### config.mk
export PLATFORM = sky130hd
export DESIGN_NAME = fv_gate_imply
export DESIGN_NICKNAME = d
export VERILOG_FILES = /design/src/rtl/fv_pkg.sv /design/src/rtl/fv_fwd.sv /design/src/rtl/fv_bwd.sv /design/src/rtl/fv_gate_imply.sv
export SDC_FILE = /design/constraint.sdc
export NUM_CORES = 1
export LEC_CHECK = 0
export BUFFER_PORTS_ARGS = -buffer_cell sky130_fd_sc_hd__buf_2
export CAP_MARGIN = 20
export CORE_ASPECT_RATIO = 1.2
export CORE_MARGIN = 3
export CORE_UTILIZATION = 40
export CTS_BUF_LIST = sky130_fd_sc_hd__clkbuf_4
export CTS_CLUSTER_SIZE = 40
export DETAILED_ROUTE_END_ITERATION = 16
export GPL_TIMING_DRIVEN = 0
export SLEW_MARGIN = 40
export SYNTH_ARGS = -nofsm -noshare
export SYNTH_HDL_FRONTEND = slang
export SYNTH_SLANG_ARGS = --single-unit
### constraint.sdc
create_clock -name clk -period 3.1 [get_ports clk]
set_input_delay 0 -clock clk [delete_from_list [all_inputs] [get_ports clk]]
set_output_delay 0 -clock clk [all_outputs]
set_load 0.02 [all_outputs]
### src/rtl/fv_pkg.sv
package fv_pkg;

    typedef struct packed {
        logic known;
        logic good;
        logic faulty;
    } fv_t;

    localparam fv_t FV_X = 3'b000;

    typedef enum logic [2:0] {
        GK_BUF  = 3'd0,
        GK_INV  = 3'd1,
        GK_AND  = 3'd2,
        GK_NAND = 3'd3,
        GK_OR   = 3'd4,
        GK_NOR  = 3'd5,
        GK_RS6  = 3'd6,
        GK_RS7  = 3'd7
    } gkind_e;

    typedef struct packed {
        logic ctrl;
        logic inv;
        logic single;
    } gattr_t;

    function automatic gattr_t kind_attr(gkind_e k);
        gattr_t a;
        unique case (k)
            GK_INV:  a = '{ctrl: 1'b0, inv: 1'b1, single: 1'b1};
            GK_AND:  a = '{ctrl: 1'b0, inv: 1'b0, single: 1'b0};
            GK_NAND: a = '{ctrl: 1'b0, inv: 1'b1, single: 1'b0};
            GK_OR:   a = '{ctrl: 1'b1, inv: 1'b0, single: 1'b0};
            GK_NOR:  a = '{ctrl: 1'b1, inv: 1'b1, single: 1'b0};
            default: a = '{ctrl: 1'b0, inv: 1'b0, single: 1'b1};
        endcase
        return a;
    endfunction

    function automatic fv_t fv_plain(logic b);
        return '{known: 1'b1, good: b, faulty: b};
    endfunction

    function automatic logic fv_is_plain(fv_t v, logic b);
        return v.known && (v.good == b) && (v.faulty == b);
    endfunction

    function automatic logic fv_is_disc(fv_t v);
        return v.known && (v.good != v.faulty);
    endfunction

    function automatic logic fv_differs(fv_t a, fv_t b);
        return a.known && b.known && ((a.good != b.good) || (a.faulty != b.faulty));
    endfunction

endpackage

### src/rtl/fv_fwd.sv
module fv_fwd
    import fv_pkg::*;
#(
    parameter int N = 8
) (
    input  fv_t [N-1:0] vals,
    input  logic [N-1:0] active,
    input  logic        ctrl,
    input  logic        inv,
    output fv_t         fwd
);

    logic g_hit, g_allnc, f_hit, f_allnc;

    always_comb begin
        g_hit   = 1'b0;
        g_allnc = 1'b1;
        f_hit   = 1'b0;
        f_allnc = 1'b1;
        for (int k = 0; k < N; k++) begin
            if (active[k]) begin
                if (vals[k].known && vals[k].good == ctrl)    g_hit = 1'b1;
                if (!(vals[k].known && vals[k].good != ctrl)) g_allnc = 1'b0;
                if (vals[k].known && vals[k].faulty == ctrl)  f_hit = 1'b1;
                if (!(vals[k].known && vals[k].faulty != ctrl)) f_allnc = 1'b0;
            end
        end
    end

    always_comb begin
        if ((g_hit || g_allnc) && (f_hit || f_allnc)) begin
            fwd.known  = 1'b1;
            fwd.good   = (g_hit ? ctrl : ~ctrl) ^ inv;
            fwd.faulty = (f_hit ? ctrl : ~ctrl) ^ inv;
        end else begin
            fwd = FV_X;
        end
    end

endmodule

### src/rtl/fv_bwd.sv
module fv_bwd
    import fv_pkg::*;
#(
    parameter int N = 8
) (
    input  fv_t [N-1:0] vals,
    input  logic [N-1:0] active,
    input  fv_t         cur_out,
    input  fv_t         fwd,
    input  logic        ctrl,
    input  logic        inv,
    input  logic        single,
    output fv_t [N-1:0] res_vals,
    output fv_t         res_out,
    output logic        conflict,
    output logic        dfront,
    output logic        jfront
);

    logic force_nc;
    fv_t  single_imp;
    fv_t  [N-1:0] implied;
    logic [N-1:0] in_clash;
    logic [N-1:0] in_ctrl;
    logic [N-1:0] in_disc;
    logic out_clash;

    assign force_nc = !single && fv_is_plain(cur_out, (~ctrl) ^ inv);

    always_comb begin
        single_imp = FV_X;
        if (cur_out.known) begin
            single_imp.known  = 1'b1;
            single_imp.good   = cur_out.good ^ inv;
            single_imp.faulty = cur_out.faulty ^ inv;
        end
    end

    for (genvar k = 0; k < N; k++) begin : g_line
        always_comb begin
            if (single && k == 0) implied[k] = single_imp;
            else if (force_nc)    implied[k] = fv_plain(~ctrl);
            else                  implied[k] = FV_X;
        end
        assign in_clash[k] = active[k] && fv_differs(vals[k], implied[k]);
        assign in_ctrl[k]  = active[k] && fv_is_plain(vals[k], ctrl);
        assign in_disc[k]  = active[k] && fv_is_disc(vals[k]);
        always_comb begin
            if (!active[k])         res_vals[k] = vals[k];
            else if (vals[k].known) res_vals[k] = vals[k];
            else                    res_vals[k] = implied[k];
        end
    end

    assign out_clash = fv_differs(cur_out, fwd);
    assign res_out   = cur_out.known ? cur_out : fwd;
    assign conflict  = out_clash || (|in_clash);
    assign dfront    = (|in_disc) && !cur_out.known && !(|in_ctrl);
    assign jfront    = !single && fv_is_plain(cur_out, ctrl ^ inv) && !fwd.known;

endmodule

### src/rtl/fv_gate_imply.sv
module fv_gate_imply
    import fv_pkg::*;
#(
    parameter int N = 8,
    localparam int FW = $clog2(N + 1),
    localparam int VW = 3 * N
) (
    input  logic          clk,
    input  logic          rst,
    input  logic          in_valid,
    output logic          in_ready,
    input  logic [2:0]    in_kind,
    input  logic [FW-1:0] in_fanin,
    input  logic [VW-1:0] in_vals,
    input  logic [2:0]    in_out,
    output logic          out_valid,
    input  logic          out_ready,
    output logic [2:0]    res_out,
    output logic [VW-1:0] res_vals,
    output logic          res_conflict,
    output logic          res_dfront,
    output logic          res_jfront
);

    gattr_t        attr;
    logic [FW-1:0] fan;
    logic          single_eff;
    logic [N-1:0]  active;
    fv_t  [N-1:0]  vin;
    fv_t  [N-1:0]  vres;
    fv_t           cur_out, fwd, nxt_out;
    logic          nxt_conflict, nxt_dfront, nxt_jfront;
    logic          accept;

    assign attr    = kind_attr(gkind_e'(in_kind));
    assign cur_out = fv_t'(in_out);

    always_comb begin
        if (attr.single || in_fanin == '0) fan = FW'(1);
        else if (int'(in_fanin) > N)       fan = FW'(N);
        else                               fan = in_fanin;
    end
    assign single_eff = (fan == FW'(1));

    for (genvar k = 0; k < N; k++) begin : g_in
        assign vin[k]    = fv_t'(in_vals[3*k +: 3]);
        assign active[k] = (k < int'(fan));
    end

    fv_fwd #(.N(N)) u_fwd (
        .vals   (vin),
        .active (active),
        .ctrl   (attr.ctrl),
        .inv    (attr.inv),
        .fwd    (fwd)
    );

    fv_bwd #(.N(N)) u_bwd (
        .vals     (vin),
        .active   (active),
        .cur_out  (cur_out),
        .fwd      (fwd),
        .ctrl     (attr.ctrl),
        .inv      (attr.inv),
        .single   (single_eff),
        .res_vals (vres),
        .res_out  (nxt_out),
        .conflict (nxt_conflict),
        .dfront   (nxt_dfront),
        .jfront   (nxt_jfront)
    );

    assign in_ready = !out_valid || out_ready;
    assign accept   = in_valid && in_ready;

    always_ff @(posedge clk) begin
        if (rst) begin
            out_valid    <= 1'b0;
            res_out      <= '0;
            res_vals     <= '0;
            res_conflict <= 1'b0;
            res_dfront   <= 1'b0;
            res_jfront   <= 1'b0;
        end else begin
            if (accept) begin
                out_valid    <= 1'b1;
                res_out      <= nxt_out;
                res_vals     <= vres;
                res_conflict <= nxt_conflict;
                res_dfront   <= nxt_dfront;
                res_jfront   <= nxt_jfront;
            end else if (out_ready) begin
                out_valid <= 1'b0;
            end
        end
    end


    accept_gives_result_chk: assert property (@(posedge clk) disable iff (rst)
        accept |=> out_valid);


    held_result_stable_chk: assert property (@(posedge clk) disable iff (rst)
        (out_valid && !out_ready) |=> (out_valid && $stable(res_out) && $stable(res_vals)));


    known_output_kept_chk: assert property (@(posedge clk) disable iff (rst)
        (accept && in_out[2]) |=> (res_out == $past(in_out)));


    unused_lines_echo_chk: assert property (@(posedge clk) disable iff (rst)
        (accept && in_kind == 3'd0) |=> (res_vals[VW-1:3] == $past(in_vals[VW-1:3])));


    frontier_exclusive_chk: assert property (@(posedge clk) disable iff (rst)
        out_valid |-> !(res_dfront && res_jfront));

endmodule

==> results of run 1 <==
==> final timing paths <==
| kind | end | depth (start not counted) |
|---|---|---|
| worst max-delay path | res_dfront$_SDFFE_PP0P_ | 13 |
| worst min-delay path | out_valid$_SDFFE_PP0P_ | 3 |
| worst max register to register | res_dfront$_SDFFE_PP0P_ | 7 |
| worst min register to register | res_vals[5]$_SDFFE_PP0P_ | 2 |
==> through the flow <==
stage               hold WS, ns  util [%]
floorplan                 0.129         -
global placement          0.253      46.8
detailed placement        0.264      46.8
CTS                     0.00287      47.7
global route             0.0496      47.8
finish                   0.0174      47.8
==> state kept, by name (all words and copies together) (netlist names) <==
| signal | cells |
|---|---|
| res_out | 3 |
| res_conflict | 1 |
| res_jfront | 1 |
| out_valid | 1 |
| res_dfront | 1 |
| res_vals | 24 |
==> layout make-up <==
type	count	area [sq um]
Fill cell	830	3880
Multi-Input combinational cell	347	2220
Sequential cell	31	621
Timing Repair Buffer	51	265
Buffer	46	221
Tap cell	90	113
Inverter	19	71.3
Clock buffer	5	37.5
Clock inverter	2	8.76
==> placed cells by master (no fill, tap or decap), types with 3 or more instances in the layout <==
cell and count:
nand2_1 34, o311ai_0 3, a211oi_1 8, o21ai_1 4, nor4_1 4, nor2_1 53
nand2b_1 7, o31ai_1 4, or3_1 4, or4_1 5, buf_2 60, xor2_1 7
buf_1 3, clkbuf_1 26, and2_1 4, buf_6 3, o221ai_1 4, o2111ai_1 3
a2111oi_0 5, o21a_1 5, o211ai_1 6, xnor2_1 8, a21o_1 4, clkbuf_4 5
a21oi_1 19, nor2b_1 3, o22ai_1 9, and3_1 5, nand4_1 8, o31a_1 3
nor3_1 22, o21ai_0 25, inv_1 19, dfxtp_1 31, o32ai_1 5, a22oi_1 5
a311oi_1 13, nand3_1 10
==> power by group <==
group / internal [uW] / leakage (uW) / switching, uW
combinational: 195 / 0.00110 / 372
sequential: 430 / 0.000257 / 14.6
clock: 80.2 / 0.0000285 / 137
==> layer usage <==
metal	share of wire [%]	track usage, %	vias up	wire length [microns]
li1	-	-	1795	-
met1	43	35.8	1805	5110
met2	47	44.5	200	5580
met3	7.5	2.48	21	886
met4	2.4	10.1	0	290
met5	0	0	-	0
==> cell families (layout without fill, tap and decap cells) <==
logic type | after synthesis | after routing | synth area share (%)
AND/OR/NAND/NOR | 171 | 171 | 27.0
AO/OA/AOI/OAI | 155 | 155 | 37.3
buffers and inverters | 65 | 123 | 9.36
flip-flops | 31 | 31 | 19.8
XOR/XNOR | 16 | 16 | 4.72
adder cells (fa/ha/maj) | 3 | 3 | 1.08
multiplexers | 2 | 2 | 0.680
==> critical path, stage by stage <==
cell and delay (ns):
buf_2 0.11, inv_1 0.05, ha_1 0.42, clkbuf_1 0.44
inv_1 0.24, nand2_1 0.13, buf_2 0.26, buf_1 0.40
nor3_1 0.12, a211oi_1 0.31, nand3_1 0.21, a22oi_1 0.18
nor2_1 0.05
==> impl_metrics.py, run 1 <==
metrics = {
    "timing": {
        "max_freq_mhz": 367,
        "tns_ns": 0,
        "worstMarginPinSlew_ns": 0.829,
        "rsz0062_at_grt": "false",
        "slew_headroom_pct": 44.2,
        "min_period_ns": 2.72,
        "fin_ws_ns": 0.377,
        "finalSetupViolations": 0,
        "fin_worst_skew_ns": 0.00605,
        "hold_viol": 0,
        "fin_crit_sh_pct": 87.8,
        "slew_violations": 0,
    },
    "placed_design": {
        "dp_slack_ns": 0.113,
        "globalplace.congestion": 0.938,
        "dpl_cell_area_sq_um": 3490,
        "hpwl_microns": 9030,
        "dp_cells": 582,
        "io_buffers": 49,
    },
    "yosys": {
        "ys_top_cells_by_area": "dfxtp_1, nor2_1, nand2_1",
        "netlist_top_cells_count": "nor2_1, nand2_1, dfxtp_1",
        "synth_edf_count": 0,
        "async_flop_share_pct": 0,
        "yosys_most_used_dff": "dfxtp_1",
        "yosysUniqueCellTypes": 78,
        "yosysWarningCount": 0,
        "avgSynthCellArea_sq_um": 7.06,
        "yosysMostFrequentCell": "nor2_1",
        "synth_area_sq_um": 3130,
        "synthCells": 443,
        "yosysTopAreaCell": "dfxtp_1",
        "synth-seq-area-share_pct": 19.8,
        "synth.top_cell.area_share_pct": 19.8,
        "syn_nets": 482,
        "synth_seq_cells": 31,
    },
    "cells_and_area": {
        "fin_cells": 591,
        "drive_gt1_share_pct": 17.8,
        "antennaDiodeCount": 0,
        "fin_nets": 540,
        "final_area_sq_um": 3560,
        "area_delta_synth_final_pct": 13.8,
    },
    "drt": {
        "drt_iter0_drc": 321,
        "wl_per_cell_microns": 20.1,
        "drc": 0,
        "viasPerCell": 6.47,
        "drt_first_pass_iters": 5,
        "ant_nets": 0,
        "route.vias.total": 3821,
        "finalWirelength_microns": 11900,
    },
    "critical_path": {
        "critical_path_arrival_ns": 2.94,
        "path_max_fanout": 10,
        "r2r-start": "out_valid$_SDFFE_PP0P_",
        "end_kind": "flop",
        "critPathLaunch": "in_kind[1]",
        "cp_data_required_time_ns": 3.31,
        "critPathKind": "in -> reg",
        "rrSetupSlack_ns": 1.17,
        "startpoint_type": "input port",
    },
    "pwr": {
        "ir_worst_vdd_uv": 274,
        "power.total_uw": 1230,
        "cellPowerDensity_nw_per_um2": 345,
        "p_leak_uw": 0.00138,
    },
    "global_route": {
        "track_usage_pct": 26.7,
        "grt_pass1_vias": 3434,
        "antenna_found_initial": 0,
        "grt_pass1_wl_microns": 18500,
        "grt_max_degree": 11,
        "overflow": 0,
    },
    "clock_tree": {
        "cts_tree": "built",
        "path_clk_slew_ns": 0.10,
        "hold_buffers": 2,
        "cts.sinks": 31,
        "clk_path_buf_depth": 2,
        "cts_resized": 0,
        "cts_setup_buffers": 0,
        "htreeDepth": 2,
        "clockRootBuffer": "clkbuf_4",
        "cts_made_buffers": 5,
        "insertion_delay_ns": 0.33,
    },
    "die": {
        "die_h_microns": 103,
        "pin_count": 70,
        "core_region_area_sq_um": 7440,
        "die_w_microns": 86.7,
        "rows": 34,
        "dieArea_sq_um": 8920,
        "initial_utilization_pct": 42.0,
    },
    "outcome": {
        "status": "completed",
    },
    "worst_hold_path": {
        "holdCritStartpoint": "out_ready",
        "hp-class": "in -> reg",
    },
    "run": {
        "cap_violations": 0,
    },
}
Power figures use the tool's default switching activity.
==> run 2, diff against run 1 <==
Settings changed: HOLD_SLACK_MARGIN from default to 0.03.
Clock period 3.1 ns to 2.6 ns, I/O delays scaled along.
==> impl_metrics.py, run 2 (synthesis results as in run 1) <==
metrics = {
    "global_route": {
        "grt_pass1_vias": 3434,
        "grt_max_degree": 11,
        "track_usage_pct": 26.7,
        "overflow": 0,
        "antenna_found_initial": 0,
        "grt_pass1_wl_microns": 18500,
    },
    "placed_design": {
        "io_buffers": 49,
        "dp_slack_ns": -0.387,
        "hpwl_microns": 9030,
        "globalplace.congestion": 0.938,
    },
    "clock_tree": {
        "cts.sinks": 31,
        "htreeDepth": 2,
        "insertion_delay_ns": 0.33,
        "path_clk_slew_ns": 0.10,
        "cts_setup_buffers": 0,
        "cts_tree": "built",
        "cts_made_buffers": 5,
        "clk_path_buf_depth": 2,
        "clockRootBuffer": "clkbuf_4",
    },
    "die": {
        "dieArea_sq_um": 8920,
        "core_region_area_sq_um": 7440,
        "initial_utilization_pct": 42.0,
        "die_w_microns": 86.7,
        "rows": 34,
        "die_h_microns": 103,
        "pin_count": 70,
    },
    "drt": {
        "drt_iter0_drc": 369,
        "ant_nets": 0,
        "drt_first_pass_iters": 5,
        "viasPerCell": 6.40,
        "wl_per_cell_microns": 20.0,
        "drc": 0,
        "finalWirelength_microns": 11800,
        "route.vias.total": 3787,
    },
    "cells_and_area": {
        "reg.largest.list": "res_vals: 24 flops, res_out: 3 flops",
        "fin_nets": 541,
        "largest_reg_flops": 24,
        "most-common-layout-cells": "buf_2, nor2_1, nand2_1",
        "regMostFlops": "res_vals",
        "antennaDiodeCount": 0,
        "drive_gt1_share_pct": 18.5,
        "area_delta_synth_final_pct": 14.6,
        "layout_commonest_cell": "buf_2",
    },
    "timing": {
        "slew_headroom_pct": 46.8,
        "rsz0062_at_grt": "true",
        "fin_ws_ns": 0.122,
        "fin_worst_skew_ns": 0.00500,
        "worstMarginPinSlew_ns": 0.790,
        "fin_crit_sh_pct": 95.3,
        "finalSetupViolations": 0,
        "hold_viol": 0,
        "slew_violations": 0,
        "max_freq_mhz": 404,
        "min_period_ns": 2.48,
    },
    "pwr": {
        "power_switching_uw": 625,
        "ir_worst_vdd_uv": 329,
        "clock_power_share_pct": 17.7,
        "p_leak_uw": 0.00140,
        "power.total_uw": 1470,
        "netSwitchingFraction_pct": 42.5,
        "seq_power_share_pct": 36.1,
        "pwr-share-comb_pct": 46.2,
        "cellPowerDensity_nw_per_um2": 410,
        "p_int_uw": 845,
    },
    "critical_path": {
        "cp_data_required_time_ns": 2.83,
        "path_buf_inv": 2,
        "end_kind": "flop",
        "cp_top_family": "compound AO/OA/AOI/OAI gates",
        "critical_path_arrival_ns": 2.71,
        "startpoint_type": "input port",
        "path_max_fanout": 10,
        "crit_chain": "buf_2, inv_1, ha_1, maj3_2, o21a_1, o2111ai_2, mux2i_1, a22oi_1, o32ai_1, a21oi_1, o21ai_1",
        "cp_slowest_cell": "o2111ai_2",
        "critPathKind": "in -> reg",
        "cpPeakStageDelay_ns": 0.57,
    },
    "run": {
        "cap_violations": 0,
    },
    "outcome": {
        "status": "completed",
    },
    "worst_hold_path": {
        "hp-class": "in -> reg",
    },
}
==> run 2: cell count changes in the layout (fill, tap and decap cells not counted), sizes merged <==
cell	previous run	this run
dlygate4sd3	2	4
buf	68	67
==> run 2: tightest hold or removal path: cells and delay by family <==
| family | cells | cell delay, ns |
|---|---|---|
| simple gates | 1 | 0.13 |
| buf+inv | 1 | 0.15 |
| compound gates | 1 | 0.10 |
==> run 2: metrics by stage <==
step	util [%]	instances	hold WS, ns	TNS (ns)	area, sq um
detailed placement	46.8	582	0.264	-1.86	3490
floorplan	-	443	0.129	0	3130
CTS	48.0	593	0.0658	0	3570
global placement	46.8	582	0.253	-1.76	3490
global route	48.2	592	0.0839	-0.0176	3590
finish	48.2	592	0.0948	0	3590
==> run 2: what timing repair did <==
action	in CTS	in global routing
cloned	0	0
pin swaps	0	0
hold buffers	4	0
gates resized for setup	1	4
endpoints found under the hold margin	3	0
endpoints found under the setup margin	1	4
==> run 2: layout make-up <==
cell class	instances	area, sq um
clock buffers	5	37.5
plain buffers	45	220
multi-input cells	347	2230
inverters	19	71.3
flip-flops and latches	31	621
repair buffers	53	285
clock inverters	2	8.76
well taps	90	113
fillers	829	3860
==> run 2: final timing paths <==
check	startpoint	endpoint	slack, ns	cells past startpoint
worst max-delay path	in_kind[1]	res_conflict$_SDFFE_PP0P_	0.12	11
worst min-delay path	in_vals[1]	res_vals[1]$_SDFFE_PP0P_	0.09	3
worst max register to register	out_valid$_SDFFE_PP0P_	res_dfront$_SDFFE_PP0P_	0.65	7
worst min register to register	res_vals[5]$_SDFFE_PP0P_	res_vals[5]$_SDFFE_PP0P_	0.49	2
==> run 2: power groups by stage <==
| stage | Clock (uW) | Combinational, uW | Sequential, uW |
|---|---|---|---|
| final | 260 | 679 | 530 |
| after global routing | 284 | 741 | 535 |
| after CTS | 268 | 665 | 531 |
| after detailed placement | 0 | 658 | 542 |
| after global placement | 0 | 654 | 540 |
| after floorplan | 0 | 412 | 589 |
==> run 2: per-layer routing <==
| layer | global-route usage [%] | vias to the layer above | part of all wire [%] |
|---|---|---|---|
| met4 | 10.1 | 0 | 2.4 |
| met5 | 0 | - | 0 |
| li1 | - | 1796 | - |
| met2 | 44.5 | 187 | 47 |
| met1 | 35.8 | 1784 | 42 |
| met3 | 2.48 | 20 | 8.4 |
==> run 3, diff against run 2 <==
Settings changed: ABC_AREA from default to 1.
==> impl_metrics.py, run 3 <==
metrics = {
    "clock_tree": {
        "cts.sinks": 31,
        "clockRootBuffer": "clkbuf_4",
        "cts_made_buffers": 5,
        "path_clk_slew_ns": 0.11,
        "cts_tree": "built",
        "clk_path_buf_depth": 2,
        "htreeDepth": 2,
        "insertion_delay_ns": 0.34,
    },
    "critical_path": {
        "path_max_fanout": 10,
        "critPathKind": "in -> reg",
        "rr_worst_depth": 9,
        "critical_path_arrival_ns": 2.15,
        "cp_data_required_time_ns": 2.85,
        "end_kind": "flop",
        "startpoint_type": "input port",
    },
    "yosys": {
        "yosysTopAreaCell": "dfxtp_1",
        "synth.top_cell.area_share_pct": 22.6,
        "synth_seq_cells": 31,
        "syn_nets": 469,
        "ys_top_cells_by_area": "dfxtp_1, nand2_1, a21oi_1",
        "netlist_top_cells_count": "nand2_1, a21oi_1, inv_1",
        "synth_area_sq_um": 2750,
        "synthXorXnorAreaFrac_pct": 6.10,
        "synthCells": 430,
        "yosys.area_share.simple_pct": 38.8,
        "synth_mux_area_share_pct": 0,
        "yosysUniqueCellTypes": 41,
        "yosysWarningCount": 0,
        "synth_top_family_by_area": "simple AND/OR/NAND/NOR gates",
        "synth_fa_ha_area_share_pct": 0.455,
        "synth-compound-area-share_pct": 22.0,
        "synth-seq-area-share_pct": 22.6,
        "yosysMostFrequentCell": "nand2_1",
        "yosys_most_used_dff": "dfxtp_1",
        "async_flop_share_pct": 0,
        "avgSynthCellArea_sq_um": 6.39,
        "synth_edf_count": 0,
    },
    "run": {
        "cap_violations": 0,
    },
    "cells_and_area": {
        "reg.largest.list": "res_vals: 24 flops, res_out: 3 flops",
        "layout_commonest_cell": "nand2_1",
        "regMostFlops": "res_vals",
        "antennaDiodeCount": 0,
        "multi_input_area_sq_um": 1850,
        "fin_nets": 557,
        "most-common-layout-cells": "nand2_1, buf_2, a21oi_1",
        "fillCellCount": 694,
        "largest_reg_flops": 24,
        "area_delta_synth_final_pct": 23.1,
        "seq_area_sq_um": 621,
        "drive_gt1_share_pct": 25.2,
    },
    "outcome": {
        "status": "completed",
    },
    "pwr": {
        "netSwitchingFraction_pct": 42.6,
        "ir_worst_vdd_uv": 268,
        "p_int_uw": 850,
        "seq_power_share_pct": 35.8,
        "clock_power_share_pct": 20.3,
        "p_leak_uw": 0.00167,
        "pwr-share-comb_pct": 43.9,
        "power_switching_uw": 631,
        "cellPowerDensity_nw_per_um2": 438,
    },
    "die": {
        "rows": 32,
        "dieArea_sq_um": 7910,
        "core_region_area_sq_um": 6570,
        "initial_utilization_pct": 41.9,
        "pin_count": 70,
        "die_w_microns": 81.7,
        "die_h_microns": 96.8,
    },
    "global_route": {
        "antenna_found_initial": 0,
        "overflow": 0,
        "track_usage_pct": 23.9,
        "grt_max_degree": 11,
        "grt_pass1_vias": 3012,
        "grt_pass1_wl_microns": 14800,
    },
    "timing": {
        "hold_viol": 0,
        "fin_worst_skew_ns": 0.00396,
        "worstMarginPinSlew_ns": 0.615,
        "slew_violations": 0,
        "fin_crit_sh_pct": 73.4,
        "finalSetupViolations": 0,
        "slew_headroom_pct": 59.0,
        "max_freq_mhz": 524,
        "rsz0062_at_grt": "false",
        "tns_ns": 0,
        "min_period_ns": 1.91,
        "fin_ws_ns": 0.691,
    },
    "drt": {
        "route.vias.total": 3205,
        "finalWirelength_microns": 9260,
        "ant_nets": 0,
        "drt_first_pass_iters": 5,
        "drc": 0,
        "viasPerCell": 5.31,
        "drt_iter0_drc": 191,
        "wl_per_cell_microns": 15.3,
    },
    "placed_design": {
        "hpwl_microns": 7430,
        "io_buffers": 68,
        "globalplace.congestion": 0.917,
        "dp_slack_ns": 0.345,
    },
    "worst_hold_path": {
        "hold_path_depth": 3,
        "hp-class": "in -> reg",
    },
}
## run 3: per-layer routing
| layer | vias up | part of all wire (%) | track usage (%) |
|---|---|---|---|
| li1 | 1609 | - | - |
| met1 | 1463 | 45 | 31.9 |
| met2 | 116 | 48 | 39.6 |
| met3 | 17 | 5.6 | 3.45 |
| met4 | 0 | 1.6 | 6.65 |
| met5 | - | 0 | 0 |
## run 3: logic make-up after synthesis
logic type,count (synthesis)
xor gates and xnor gates,17
DFF,31
adders and majority gates,1
AOI/OAI and AO/OA,107
and+or+nand+nor,209
buffers and inverters,65
## run 3: power by group through the flow
stage | registers, uW | clock network, uW | logic (uW)
6_report | 530 | 301 | 650
5_1_grt | 535 | 325 | 716
4_1_cts | 530 | 308 | 648
3_5_place_dp | 540 | 0 | 631
3_3_place_gp | 539 | 0 | 627
2_1_floorplan | 588 | 0 | 387
## run 3: through the flow
stage               util (%)  area, sq um  hold slack [ns]  total power [uW]  std cells
detailed placement      48.7         3200            0.249              1170        583
floorplan                  -         2750           0.0691               975        430
CTS                     51.5         3380           0.0316              1490        604
global route            51.5         3380           0.0545              1580        604
global placement        48.7         3200            0.249              1170        583
finish                  51.5         3380           0.0248              1480        604
## run 3: worst paths after layout
path,startpoint,to,slack [ns]
min reg2reg,res_vals[1]$_SDFFE_PP0P_,res_vals[1]$_SDFFE_PP0P_,0.47
max,in_kind[1],res_conflict$_SDFFE_PP0P_,0.69
min,in_vals[19],res_vals[19]$_SDFFE_PP0P_,0.02
max reg2reg,out_valid$_SDFFE_PP0P_,res_dfront$_SDFFE_PP0P_,0.83
## run 3: repair_timing
item | 4_1_cts | 5_1_grt
hold endpoints to repair | 17 | 0
buffers inserted | 0 | 0
hold buffers | 13 | 0
gates resized for setup | 0 | 0
setup endpoints to repair | 0 | 0
## run 3: final cells by class
| type | count | area share [%] |
|---|---|---|
| multi-input combinational | 334 | 54.7 |
| inverter | 53 | 5.95 |
| sequential | 31 | 18.3 |
| timing repair buffer | 81 | 13.9 |
| buffer | 12 | 2.22 |
| clock inverter | 2 | 0.370 |
| clock buffer | 6 | 1.33 |
| tap | 85 | 3.14 |
## run 3: worst max-delay path, stage by stage
cell and delay [ns]:
buf_2 0.10, inv_2 0.05, ha_1 0.30, inv_1 0.19, nand2_1 0.10, nand2_2 0.09, nand2_1 0.09, nand2_4 0.13
xor2_4 0.11, nor2_8 0.22, nand3_4 0.17, inv_4 0.14, nand2_1 0.06, nand2_1 0.06, nand2_1 0.04, nand2_1 0.07
nand2_1 0.06, nor2_1 0.10, a21oi_1 0.07
